`config.mk`:
```
export PLATFORM = sky130hd
export DESIGN_NAME = rtc_cal_top
export DESIGN_NICKNAME = d
export VERILOG_FILES = /design/src/rtl/rtc_cal_pkg.sv /design/src/rtl/rtc_post_chan.sv /design/src/rtl/rtc_calendar.sv /design/src/rtl/rtc_readmux.sv /design/src/rtl/rtc_cal_top.sv
export SDC_FILE = /design/constraint.sdc
export NUM_CORES = 1
export LEC_CHECK = 0
export ABC_CLOCK_PERIOD_IN_PS = 2500
export BUFFER_PORTS_ARGS = -buffer_cell sky130_fd_sc_hd__buf_4
export CAP_MARGIN = 20
export CORE_AREA = 3 3 117 119
export DETAILED_ROUTE_END_ITERATION = 6
export DIE_AREA = 0 0 120 122
export PLACE_DENSITY = 0.77
export SETUP_SLACK_MARGIN = 0.02
export SLEW_MARGIN = 0
export SYNTH_ARGS = -nofsm -noshare
export SYNTH_HDL_FRONTEND = slang
export SYNTH_HIERARCHICAL = 1
export SYNTH_SLANG_ARGS = --single-unit
```
`constraint.sdc`:
```
create_clock -name clk -period 2.5 [get_ports clk]
set_clock_uncertainty 0.2 [all_clocks]
set_input_delay 0.5 -clock clk [delete_from_list [all_inputs] [get_ports clk]]
set_output_delay 0.5 -clock clk [all_outputs]
set_load 0.01 [all_outputs]
```
`src/rtl/rtc_cal_pkg.sv`:
```
package rtc_cal_pkg;

  localparam int DATA_W   = 32;
  localparam int SEC_W    = 6;
  localparam int MIN_W    = 6;
  localparam int HR_W     = 5;
  localparam int DAY_W    = 5;
  localparam int MON_W    = 4;
  localparam int YR_W     = 6;

  // posting channel indices; busy flag of channel g sits at BUSY_LSB + g
  localparam int CH_YMD   = 0;
  localparam int CH_HMS   = 1;
  localparam int CH_ALM   = 2;
  localparam int N_CH     = 3;
  localparam int BUSY_LSB = 7;

  localparam int OFF_CTRL = 'h00;
  localparam int OFF_YMD  = 'h10;
  localparam int OFF_HMS  = 'h14;
  localparam int OFF_ALM  = 'h18;

  typedef struct packed {
    logic [HR_W-1:0]  hour;
    logic [MIN_W-1:0] min;
    logic [SEC_W-1:0] sec;
  } hms_t;

  typedef struct packed {
    logic             leap;
    logic [YR_W-1:0]  year;
    logic [MON_W-1:0] month;
    logic [DAY_W-1:0] day;
  } ymd_t;

  typedef struct packed {
    logic [DAY_W-1:0] day;
    hms_t             hms;
  } alm_t;

  localparam hms_t HMS_RST = '{hour: '0, min: '0, sec: '0};
  localparam ymd_t YMD_RST = '{leap: 1'b0, year: '0, month: MON_W'(1), day: DAY_W'(1)};

  function automatic logic [DAY_W-1:0] month_days(input logic [MON_W-1:0] month,
                                                   input logic leap);
    case (month)
      MON_W'(2):                                     month_days = leap ? DAY_W'(29) : DAY_W'(28);
      MON_W'(4), MON_W'(6), MON_W'(9), MON_W'(11):   month_days = DAY_W'(30);
      default:                                       month_days = DAY_W'(31);
    endcase
  endfunction

  function automatic logic [DATA_W-1:0] hms_word(input hms_t t);
    logic [DATA_W-1:0] w;
    w = '0;
    w[SEC_W-1:0]      = t.sec;
    w[8 +: MIN_W]     = t.min;
    w[16 +: HR_W]     = t.hour;
    return w;
  endfunction

  function automatic logic [DATA_W-1:0] ymd_word(input ymd_t d);
    logic [DATA_W-1:0] w;
    w = '0;
    w[DAY_W-1:0]      = d.day;
    w[8 +: MON_W]     = d.month;
    w[16 +: YR_W]     = d.year;
    w[22]             = d.leap;
    return w;
  endfunction

  function automatic logic [DATA_W-1:0] alm_word(input alm_t a);
    logic [DATA_W-1:0] w;
    w = hms_word(a.hms);
    w[24 +: DAY_W]    = a.day;
    return w;
  endfunction

endpackage

```
`src/rtl/rtc_post_chan.sv`:
```
module rtc_post_chan #(
  parameter int DELAY = 3
) (
  input  logic clk,
  input  logic rst,
  input  logic post,
  output logic busy,
  output logic apply
);

  localparam int CNT_W = (DELAY > 1) ? $clog2(DELAY) : 1;
  localparam int AGE_W = $clog2(DELAY + 1) + 1;

  logic [CNT_W-1:0] cnt;

  always_ff @(posedge clk) begin
    if (rst) begin
      busy <= 1'b0;
      cnt  <= '0;
    end else if (!busy) begin
      if (post) begin
        busy <= 1'b1;
        cnt  <= CNT_W'(DELAY - 1);
      end
    end else if (cnt == '0) begin
      busy <= 1'b0;
    end else begin
      cnt <= cnt - 1'b1;
    end
  end

  assign apply = busy && (cnt == '0);

  // cycles spent busy, saturating; only used by the window check below
  logic [AGE_W-1:0] age;
  always_ff @(posedge clk) begin
    if (rst || !busy) age <= '0;
    else if (age != '1) age <= age + 1'b1;
  end

  // an idle channel that is posted to is busy on the next cycle
  a_r5_flag_on_post: assert property (@(posedge clk) disable iff (rst)
    (post && !busy) |=> busy);

  // busy never lasts longer than the apply delay
  a_r5_busy_window: assert property (@(posedge clk) disable iff (rst)
    busy |-> (age < AGE_W'(DELAY)));

  // apply happens exactly on the last busy cycle
  a_r5_apply_clears: assert property (@(posedge clk) disable iff (rst)
    apply |=> !busy);

  // a post into a busy channel does not restart it
  a_r6_no_restart: assert property (@(posedge clk) disable iff (rst)
    (post && busy && apply) |=> !busy);

endmodule

```
`src/rtl/rtc_calendar.sv`:
```
module rtc_calendar
  import rtc_cal_pkg::*;
(
  input  logic clk,
  input  logic rst,
  input  logic tick,
  input  logic load_hms,
  input  hms_t hms_in,
  input  logic load_ymd,
  input  ymd_t ymd_in,
  output hms_t hms_q,
  output ymd_t ymd_q
);

  hms_t             hms_nx;
  ymd_t             ymd_nx;
  logic [DAY_W-1:0] last_day;

  assign last_day = month_days(ymd_q.month, ymd_q.leap);

  always_comb begin
    hms_nx = hms_q;
    ymd_nx = ymd_q;
    if (hms_q.sec >= SEC_W'(59)) begin
      hms_nx.sec = '0;
      if (hms_q.min >= MIN_W'(59)) begin
        hms_nx.min = '0;
        if (hms_q.hour >= HR_W'(23)) begin
          hms_nx.hour = '0;
          if (ymd_q.day >= last_day) begin
            ymd_nx.day = DAY_W'(1);
            if (ymd_q.month >= MON_W'(12)) begin
              ymd_nx.month = MON_W'(1);
              ymd_nx.year  = ymd_q.year + 1'b1;
            end else begin
              ymd_nx.month = ymd_q.month + 1'b1;
            end
          end else begin
            ymd_nx.day = ymd_q.day + 1'b1;
          end
        end else begin
          hms_nx.hour = hms_q.hour + 1'b1;
        end
      end else begin
        hms_nx.min = hms_q.min + 1'b1;
      end
    end else begin
      hms_nx.sec = hms_q.sec + 1'b1;
    end
  end

  always_ff @(posedge clk) begin
    if (rst) begin
      hms_q <= HMS_RST;
      ymd_q <= YMD_RST;
    end else if (load_hms || load_ymd) begin
      if (load_hms) hms_q <= hms_in;
      if (load_ymd) ymd_q <= ymd_in;
    end else if (tick) begin
      hms_q <= hms_nx;
      ymd_q <= ymd_nx;
    end
  end

  // time fields stay in range (assumes legal software writes)
  a_r2_time_legal: assert property (@(posedge clk) disable iff (rst)
    (hms_q.sec < SEC_W'(60)) && (hms_q.min < MIN_W'(60)) && (hms_q.hour < HR_W'(24)));

  // a tick with no load always moves the time
  a_r2_tick_moves: assert property (@(posedge clk) disable iff (rst)
    (tick && !load_hms && !load_ymd) |=> (hms_q != $past(hms_q)));

  // date fields stay in range (assumes legal software writes)
  a_r3_date_legal: assert property (@(posedge clk) disable iff (rst)
    (ymd_q.day != '0) && (ymd_q.day <= last_day) &&
    (ymd_q.month != '0) && (ymd_q.month <= MON_W'(12)));

  // counting never alters the leap bit
  a_r3_leap_kept: assert property (@(posedge clk) disable iff (rst)
    !load_ymd |=> (ymd_q.leap == $past(ymd_q.leap)));

  // the written time wins over a same-cycle tick
  a_r7_load_wins: assert property (@(posedge clk) disable iff (rst)
    load_hms |=> (hms_q == $past(hms_in)));

  // a time load leaves the date alone
  a_r8_date_kept: assert property (@(posedge clk) disable iff (rst)
    (load_hms && !load_ymd) |=> (ymd_q == $past(ymd_q)));

endmodule

```
`src/rtl/rtc_readmux.sv`:
```
module rtc_readmux
  import rtc_cal_pkg::*;
#(
  parameter int ADDR_W = 8
) (
  input  logic              clk,
  input  logic              rst,
  input  logic [ADDR_W-1:0] addr,
  input  logic [N_CH-1:0]   busy,
  input  hms_t              hms,
  input  ymd_t              ymd,
  input  alm_t              alm,
  output logic [DATA_W-1:0] rdata
);

  logic [DATA_W-1:0] ctrl_word;
  logic [DATA_W-1:0] rd_nx;

  always_comb begin
    ctrl_word = '0;
    ctrl_word[BUSY_LSB +: N_CH] = busy;
  end

  always_comb begin
    if (addr == ADDR_W'(OFF_CTRL))     rd_nx = ctrl_word;
    else if (addr == ADDR_W'(OFF_YMD)) rd_nx = ymd_word(ymd);
    else if (addr == ADDR_W'(OFF_HMS)) rd_nx = hms_word(hms);
    else if (addr == ADDR_W'(OFF_ALM)) rd_nx = alm_word(alm);
    else                               rd_nx = '0;
  end

  always_ff @(posedge clk) begin
    if (rst) rdata <= '0;
    else     rdata <= rd_nx;
  end

  // spare control bits read as zero
  a_r4_ctrl_spare_zero: assert property (@(posedge clk) disable iff (rst)
    (addr == ADDR_W'(OFF_CTRL)) |=>
      ((rdata[DATA_W-1:BUSY_LSB+N_CH] == '0) && (rdata[BUSY_LSB-1:0] == '0)));

  // time word has nothing outside its fields
  a_r4_hms_spare_zero: assert property (@(posedge clk) disable iff (rst)
    (addr == ADDR_W'(OFF_HMS)) |=>
      ((rdata[DATA_W-1:21] == '0) && (rdata[15:14] == '0) && (rdata[7:6] == '0)));

endmodule

```
`src/rtl/rtc_cal_top.sv`:
```
module rtc_cal_top
  import rtc_cal_pkg::*;
#(
  parameter int ADDR_W      = 8,
  parameter int APPLY_DELAY = 3
) (
  input  logic              clk,
  input  logic              rst,
  input  logic              tick,
  input  logic              bus_wr,
  input  logic [ADDR_W-1:0] bus_addr,
  input  logic [31:0]       bus_wdata,
  output logic [31:0]       bus_rdata
);

  logic [N_CH-1:0] hit;
  logic [N_CH-1:0] post;
  logic [N_CH-1:0] busy;
  logic [N_CH-1:0] apply;
  logic [N_CH-1:0] accept;

  assign hit[CH_YMD] = (bus_addr == ADDR_W'(OFF_YMD));
  assign hit[CH_HMS] = (bus_addr == ADDR_W'(OFF_HMS));
  assign hit[CH_ALM] = (bus_addr == ADDR_W'(OFF_ALM));

  for (genvar g = 0; g < N_CH; g++) begin : g_chan
    assign post[g]   = bus_wr && hit[g];
    assign accept[g] = post[g] && !busy[g];
    rtc_post_chan #(.DELAY(APPLY_DELAY)) u_chan (
      .clk   (clk),
      .rst   (rst),
      .post  (post[g]),
      .busy  (busy[g]),
      .apply (apply[g])
    );
  end

  // field extraction from the write word; other bits are dropped
  hms_t w_hms;
  ymd_t w_ymd;
  alm_t w_alm;
  assign w_hms = '{hour: bus_wdata[20:16], min: bus_wdata[13:8], sec: bus_wdata[5:0]};
  assign w_ymd = '{leap: bus_wdata[22], year: bus_wdata[21:16],
                   month: bus_wdata[11:8], day: bus_wdata[4:0]};
  assign w_alm = '{day: bus_wdata[28:24], hms: w_hms};

  logic unused_wbits;
  assign unused_wbits = ^{bus_wdata[31:29], bus_wdata[23], bus_wdata[15:14], bus_wdata[7:6]};

  hms_t hms_stage;
  ymd_t ymd_stage;
  alm_t alm_stage;
  alm_t alm_q;

  always_ff @(posedge clk) begin
    if (rst) begin
      hms_stage <= HMS_RST;
      ymd_stage <= YMD_RST;
      alm_stage <= '0;
      alm_q     <= '0;
    end else begin
      if (accept[CH_HMS]) hms_stage <= w_hms;
      if (accept[CH_YMD]) ymd_stage <= w_ymd;
      if (accept[CH_ALM]) alm_stage <= w_alm;
      if (apply[CH_ALM])  alm_q     <= alm_stage;
    end
  end

  hms_t hms_q;
  ymd_t ymd_q;

  rtc_calendar u_cal (
    .clk      (clk),
    .rst      (rst),
    .tick     (tick),
    .load_hms (apply[CH_HMS]),
    .hms_in   (hms_stage),
    .load_ymd (apply[CH_YMD]),
    .ymd_in   (ymd_stage),
    .hms_q    (hms_q),
    .ymd_q    (ymd_q)
  );

  rtc_readmux #(.ADDR_W(ADDR_W)) u_rd (
    .clk   (clk),
    .rst   (rst),
    .addr  (bus_addr),
    .busy  (busy),
    .hms   (hms_q),
    .ymd   (ymd_q),
    .alm   (alm_q),
    .rdata (bus_rdata)
  );

  // a time write into a busy path leaves the staged value alone
  a_r6_stage_held: assert property (@(posedge clk) disable iff (rst)
    (post[CH_HMS] && busy[CH_HMS]) |=> (hms_stage == $past(hms_stage)));

  // a write to an unmapped or control offset starts no posting
  a_r9_no_stray_post: assert property (@(posedge clk) disable iff (rst)
    (bus_wr && (hit == '0) && (busy == '0)) |=> (busy == '0));

  // the alarm word changes only on its apply cycle
  a_r5_alarm_only_on_apply: assert property (@(posedge clk) disable iff (rst)
    !apply[CH_ALM] |=> (alm_q == $past(alm_q)));

endmodule

```
==> results of run 1 <==
-- state kept, by name, indices dropped and copies added, names as in the netlist --
register,flops
g_chan.u_chan/cnt,6
g_chan.u_chan/busy,3
u_cal/hms_q,17
alm_q,22
u_cal/ymd_q,16
u_rd/rdata,25
ymd_stage,16
hms_stage,17
alm_stage,22
-- cell families after synthesis --
logic type / synth area share [%]
xor+xnor: 0.391
flops: 42.9
buf+inv: 5.03
compound gates: 17.0
mux: 10.7
other cells: 0.0558
fa+ha+maj: 2.61
simple gates: 21.3
-- layer usage --
layer	track usage (%)	part of all wire [%]	vias to the layer above
met1	32.3	43	2733
li1	-	-	2671
met3	4.83	7.3	28
met4	7.59	1.6	0
met2	38.8	48	216
met5	0	0	-
-- layout make-up --
type	instances	area, µm²
Clock inverter	13	188
Multi-Input combinational cell	496	3650
Clock buffer	19	433
Fill cell	1033	4390
Sequential cell	144	2890
Timing Repair Buffer	99	837
Inverter	19	76.3
Tap cell	172	215
-- cells in the mapped netlist, types with 12 or more instances --
cell	instances	area, µm²
mux2i_1	72	721
o2bb2ai_1	12	105
nand2b_1	68	425
dfxtp_1	144	2880
o21ai_0	20	100
clkbuf_1	28	105
nand3_1	13	65.1
a21oi_1	32	160
nand2_1	15	56.3
inv_1	19	71.3
nor2_1	70	263
o31ai_1	13	97.6
ha_1	14	175
nor3_1	13	65.1
a22oi_1	20	150
-- placed cells by master (no fill, tap or decap), types with 5 or more instances in the layout --
cell type  synthesis  final
nor3_1            13     13
nor2b_1            8      8
clkbuf_16          0     18
o21ai_0           20     14
o31ai_1           13     12
a221oi_1           6      6
a22oi_1           20     20
nand2_1           15     15
a21oi_1           32     29
buf_6              5      7
nand2b_1          68     67
ha_1              14     10
mux2i_1           72     72
o2bb2ai_1         12     12
dfxtp_1          144    142
nand4_1            9      9
o21ai_1            2      5
and3_1             9      9
nor2_1            70     69
nand3_1           13     13
inv_1             19     17
buf_4              8     87
conb_1             1      7
-- worst max-delay path: cells and delay by family, from the launching register on --
kind / cells / cell delay (ns)
AOI/OAI and AO/OA: 5 / 0.74
adders and majority gates: 2 / 0.39
buffers and inverters: 3 / 0.32
DFF: 1 / 0.37
and+or+nand+nor: 3 / 0.52
-- power breakdown --
part / switching, mW / total [mW] / leakage [nW] / internal (mW)
Sequential: 0.00854 / 2.31 / 1.16 / 2.30
Clock: 0.991 / 2.66 / 0.294 / 1.67
Combinational: 0.122 / 0.210 / 1.71 / 0.0874
Total: 1.12 / 5.18 / 3.17 / 4.06
-- final timing paths --
path | from | endpoint | slack (ns) | cells past startpoint
setup reg to reg | u_cal/ymd_q[6]$_SDFFE_PP0P_ | u_cal/ymd_q[10]$_SDFFE_PP0P_ | -0.10 | 13
hold reg to reg | alm_q[21]$_SDFFE_PP0P_ | u_rd/rdata[28]$_SDFF_PP0_ | 0.28 | 1
setup / recovery | u_cal/ymd_q[6]$_SDFFE_PP0P_ | u_cal/ymd_q[10]$_SDFFE_PP0P_ | -0.10 | 13
hold / removal | bus_wdata[0] | ymd_stage[0]$_SDFFE_PP1P_ | 0.15 | 3
-- timing repair --
action | 4_1_cts | 5_1_grt
endpoints found under the hold margin | 0 | 0
pin swaps | 15 | 10
gates cloned | 1 | 0
buffers inserted | 5 | 2
resized for setup | 24 | 25
setup endpoints to repair | 15 | 18
hold buffers | 0 | 0
==> results.sh, run 1 <==
export IMPL_drtAntennaViolNets=0
export IMPL_core_mm2=0.0127
export IMPL_place_ws_ns=-0.157
export IMPL_finalCritPeriodShare_pct=104
export IMPL_yosysWarnings=6
export IMPL_layout_drive_gt1_share_pct=23.0
export IMPL_utilization_pct=65.4
export IMPL_area_delta_synth_final_pct=23.4
export IMPL_timing_final_ws_setup_ns=-0.105
export IMPL_place_congestion=0.911
export IMPL_grt_pass1_wl_mm=27.8
export IMPL_cts_buffer_depth=2
export IMPL_whs_ns=0.147
export IMPL_slowest_delay_ns=0.37
export IMPL_stdcell_count=962
export IMPL_finalPower_mw=5.18
export IMPL_h_tree_depth=4
export IMPL_worstPathCellList="inv_4 > buf_6 > ha_4 > nor2_1 > o21ai_1 > o21ai_1 > ha_1 > nand2b_4 > a21o_1 > a21oi_4 > buf_12 > or3_4 > a221oi_2"
export IMPL_fin_crit_ns=2.60
export IMPL_worst_slew_pin_slew_ns=0.569
export IMPL_dp_hpwl_mm=12.0
export IMPL_grt_total_usage_pct=24.0
export IMPL_power_leakage_nw=3.17
export IMPL_crit_fanout=6
export IMPL_endpoint_kind="register"
export IMPL_hold_class="in -> reg"
export IMPL_final_max_slew_violation_count=0
export IMPL_synth_edff_count=0
export IMPL_fin_nets=835
export IMPL_io_buffer_count=60
export IMPL_initial_core_util_pct=53.0
export IMPL_post_drt_via_cell_ratio=5.87
export IMPL_status="finished with violations"
export IMPL_fp_dieArea_mm2=0.0146
export IMPL_drc=0
export IMPL_crit_slowest_cell="dfxtp_4"
export IMPL_postSynth_asyncResetShare_pct=0
export IMPL_clkLatencyLatePin_ns=0.42
export IMPL_final_area_mm2=0.00829
export IMPL_die_y_um=122
export IMPL_drt_iter0_drc=549
export IMPL_tns_ns=-0.684
export IMPL_diodes=0
export IMPL_cts_made_buffers=17
export IMPL_synth_cell_type_count=71
export IMPL_dr_pass1_iters=5
export IMPL_row_count=41
export IMPL_place_inst=923
export IMPL_routedWlPerCell_um=18.6
export IMPL_grt_max_degree=145
export IMPL_fmax_mhz=384
export IMPL_antenna_found_initial=0
export IMPL_irDropWorstVdd_uv=424
export IMPL_synth_ff_type="dfxtp_1"
export IMPL_via_count=5648
export IMPL_setup_viol=12
export IMPL_hold_viol_final=0
export IMPL_avgSynthCellArea_um2=9.55
export IMPL_synthCells=703
export IMPL_cts_tree="yes"
export IMPL_cpMostUsedCell="o21ai_1"
export IMPL_crit_type="reg -> reg"
export IMPL_violations="setup timing"
export IMPL_ys_ff_latch=144
export IMPL_routed_wl_mm=17.9
export IMPL_die_x_um=120
export IMPL_slew_headroom_pct=61.9
export IMPL_grt_pass1_vias=5410
export IMPL_cts_sinks=144
export IMPL_seq_area_frac_synth_pct=42.9
export IMPL_worst_setup_path_start_kind="register"
export IMPL_power_density_mw_per_mm2=625
export IMPL_syn_area_mm2=0.00672
export IMPL_cp_arrival_ns=2.74
export IMPL_cts_clk_slew_worst_paths_ns=0.06
export IMPL_place_area_mm2=0.00742
export IMPL_rsz0062_at_grt="true"
export IMPL_cp_required_ns=2.63
export IMPL_ios=76
export IMPL_overflow=0
export IMPL_cts_root_buf="clkbuf_16"
export IMPL_maxCapViolations=0
(Power assumes the default switching activity.)
==> inputs of run 2 (changes only) <==
--- a/config.mk
+++ b/config.mk
@@ -8,10 +8,10 @@
 export ABC_CLOCK_PERIOD_IN_PS = 2500
 export BUFFER_PORTS_ARGS = -buffer_cell sky130_fd_sc_hd__buf_4
 export CAP_MARGIN = 20
-export CORE_AREA = 3 3 117 119
+export CORE_AREA = 3 3 120 122
 export DETAILED_ROUTE_END_ITERATION = 6
-export DIE_AREA = 0 0 120 122
-export PLACE_DENSITY = 0.77
+export DIE_AREA = 0 0 123 125
+export PLACE_DENSITY = 0.74
 export SETUP_SLACK_MARGIN = 0.02
 export SLEW_MARGIN = 0
 export SYNTH_ARGS = -nofsm -noshare
==> run 2 against run 1 <==
The run now ends clean. Via count is 1.2% lower. Critical path depth down 2. Highest routed layer unchanged. Routed wire length decreased by 2.9%. Utilization down 4.3 points. Register-to-register slack better by 0.19 ns. Global-route usage is 1.1 points lower. Die area increased by 5.0%. Sequential share of layout area grew 0.68 points. Combinational power is essentially flat. Clock power down 5%. First-iteration DRC count increased by 15%.
==> results.sh, run 2 (synthesized netlist as in run 1, its figures left out) <==
export IMPL_rsz0062_at_grt="true"
export IMPL_finalCritPeriodShare_pct=96.5
export IMPL_mostFrequentLayoutCell="dfxtp_1"
export IMPL_irDropWorstVdd_uv=400
export IMPL_ios=76
export IMPL_routedWlPerCell_um=18.1
export IMPL_endpoint_kind="register"
export IMPL_dr_pass1_iters=6
export IMPL_cp_required_ns=2.62
export IMPL_cts_tree="yes"
export IMPL_crit_type="reg -> reg"
export IMPL_post_drt_via_cell_ratio=5.81
export IMPL_grt_total_usage_pct=22.8
export IMPL_cts_sinks=144
export IMPL_drt_iter0_drc=634
export IMPL_layout_common_cells="dfxtp_1 (142), buf_4 (90), mux2i_1 (72), nor2_1 (68), nand2b_1 (67)"
export IMPL_via_count=5582
export IMPL_hold_viol_final=0
export IMPL_crit_fanout=6
export IMPL_hold_start="bus_wdata[24]"
export IMPL_stdcell_count=960
export IMPL_fp_dieArea_mm2=0.0154
export IMPL_diodes=0
export IMPL_place_area_mm2=0.00740
export IMPL_fmax_mhz=414
export IMPL_worstReg2RegStart="u_cal/ymd_q[6]$_SDFFE_PP0P_"
export IMPL_h_tree_depth=4
export IMPL_worst_slew_pin_slew_ns=0.763
export IMPL_hold_buffers=0
export IMPL_fin_nets=831
export IMPL_clkLatencyLatePin_ns=0.41
export IMPL_largest_registers="u_rd/rdata x25, alm_q x22, alm_stage x22"
export IMPL_overflow=0
export IMPL_worst_setup_path_start_kind="register"
export IMPL_drc=0
export IMPL_grt_max_degree=145
export IMPL_core_mm2=0.0133
export IMPL_place_congestion=0.911
export IMPL_rr_endpoint="u_cal/ymd_q[10]$_SDFFE_PP0P_"
export IMPL_grt_pass1_wl_mm=27.8
export IMPL_drtAntennaViolNets=0
export IMPL_cts_root_buf="clkbuf_16"
export IMPL_antenna_found_initial=0
export IMPL_place_inst=923
export IMPL_setup_viol=0
export IMPL_regMostFlops="u_rd/rdata"
export IMPL_area_delta_synth_final_pct=21.0
export IMPL_row_count=42
export IMPL_cts_buffer_depth=2
export IMPL_slew_headroom_pct=49.1
export IMPL_cts_clk_slew_worst_paths_ns=0.06
export IMPL_io_buffer_count=60
export IMPL_layout_drive_gt1_share_pct=21.7
export IMPL_die_x_um=123
export IMPL_initial_core_util_pct=50.5
export IMPL_reg2reg_depth=11
export IMPL_routed_wl_mm=17.4
export IMPL_largest_reg_flops=25
export IMPL_hold_class="in -> reg"
export IMPL_fin_crit_ns=2.41
export IMPL_final_area_mm2=0.00813
export IMPL_cts_made_buffers=17
export IMPL_min_to="alm_stage[17]$_SDFFE_PP0P_"
export IMPL_power_density_mw_per_mm2=619
export IMPL_die_y_um=125
export IMPL_holdPathStages=3
export IMPL_cp_arrival_ns=2.54
export IMPL_maxCapViolations=0
export IMPL_power_leakage_nw=3.10
export IMPL_rrSetupSlack_ns=0.09
export IMPL_status="finished clean"
export IMPL_grt_pass1_vias=5295
export IMPL_final_max_slew_violation_count=0
export IMPL_dp_hpwl_mm=11.9
## run 2: per-stage QoR
step           worst slack, ns  utilization, %  power, mW  TNS, ns  hold slack [ns]
2_1_floorplan           0.0269               -       2.48        0            0.231
3_3_place_gp           -0.0866            55.6       2.56   -0.482            0.254
3_5_place_dp            -0.218            55.6       2.56    -2.21            0.269
4_1_cts                 0.0458            60.8       5.06        0            0.152
5_1_grt                -0.0357            61.1       5.18   -0.173            0.161
6_report                0.0868            61.1       5.03        0            0.159
## run 2: worst max-delay path by stage
stage / end / cells after the start / slack, ns / from
after detailed placement: u_cal/ymd_q[9]$_SDFFE_PP0P_ / 11 / -0.22 / u_cal/ymd_q[6]$_SDFFE_PP0P_
final: u_cal/ymd_q[10]$_SDFFE_PP0P_ / 11 / 0.09 / u_cal/ymd_q[6]$_SDFFE_PP0P_
after global placement: u_cal/ymd_q[0]$_SDFFE_PP1P_ / 11 / -0.09 / u_cal/ymd_q[6]$_SDFFE_PP0P_
after CTS: u_cal/hms_q[14]$_SDFFE_PP0P_ / 8 / 0.05 / g_chan[1].u_chan/cnt[0]$_SDFFE_PP0P_
after floorplan: u_cal/ymd_q[9]$_SDFFE_PP0P_ / 12 / 0.03 / u_cal/ymd_q[6]$_SDFFE_PP0P_
after global routing: u_cal/ymd_q[1]$_SDFFE_PP0P_ / 12 / -0.04 / u_cal/ymd_q[6]$_SDFFE_PP0P_
## run 2: critical path, cell delays in order, from the launching register on
cell and delay [ns]:
dfxtp_4 0.38, inv_4 0.05, ha_4 0.15, o21ai_1 0.13, o21ai_1 0.08, o21ai_1 0.12
ha_1 0.24, nand2b_4 0.14, a21o_4 0.23, a21oi_4 0.20, nor2_1 0.14, a221oi_2 0.27
## run 2: area by class of cell
class                           instances  area, µm²
Clock buffer                           20        447
Clock inverter                         10        139
Fill cell                            1095       5170
Inverter                               19       76.3
Multi-Input combinational cell        497       3610
Sequential cell                       144       2890
Tap cell                              176        220
Timing Repair Buffer                   94        747
## run 2: repair_timing
action | 4_1_cts | 5_1_grt
buffers inserted | 5 | 1
endpoints found under the setup margin | 15 | 20
cloned | 1 | 0
gates resized for setup | 17 | 14
pin swaps | 6 | 9
## run 2: metal layers
metal / global-route usage, % / vias to the layer above / share of wire [%]
met5: 0 / - / 0
met4: 6.25 / 0 / 1.3
met3: 4.70 / 18 / 7.4
met2: 35.9 / 207 / 47
met1: 31.9 / 2693 / 44
li1: - / 2664 / -
## run 2: power by group
part           total (mW)  switching [mW]  internal, mW
clock network        2.52           0.936          1.58
logic               0.209           0.122        0.0869
registers            2.31         0.00857          2.30
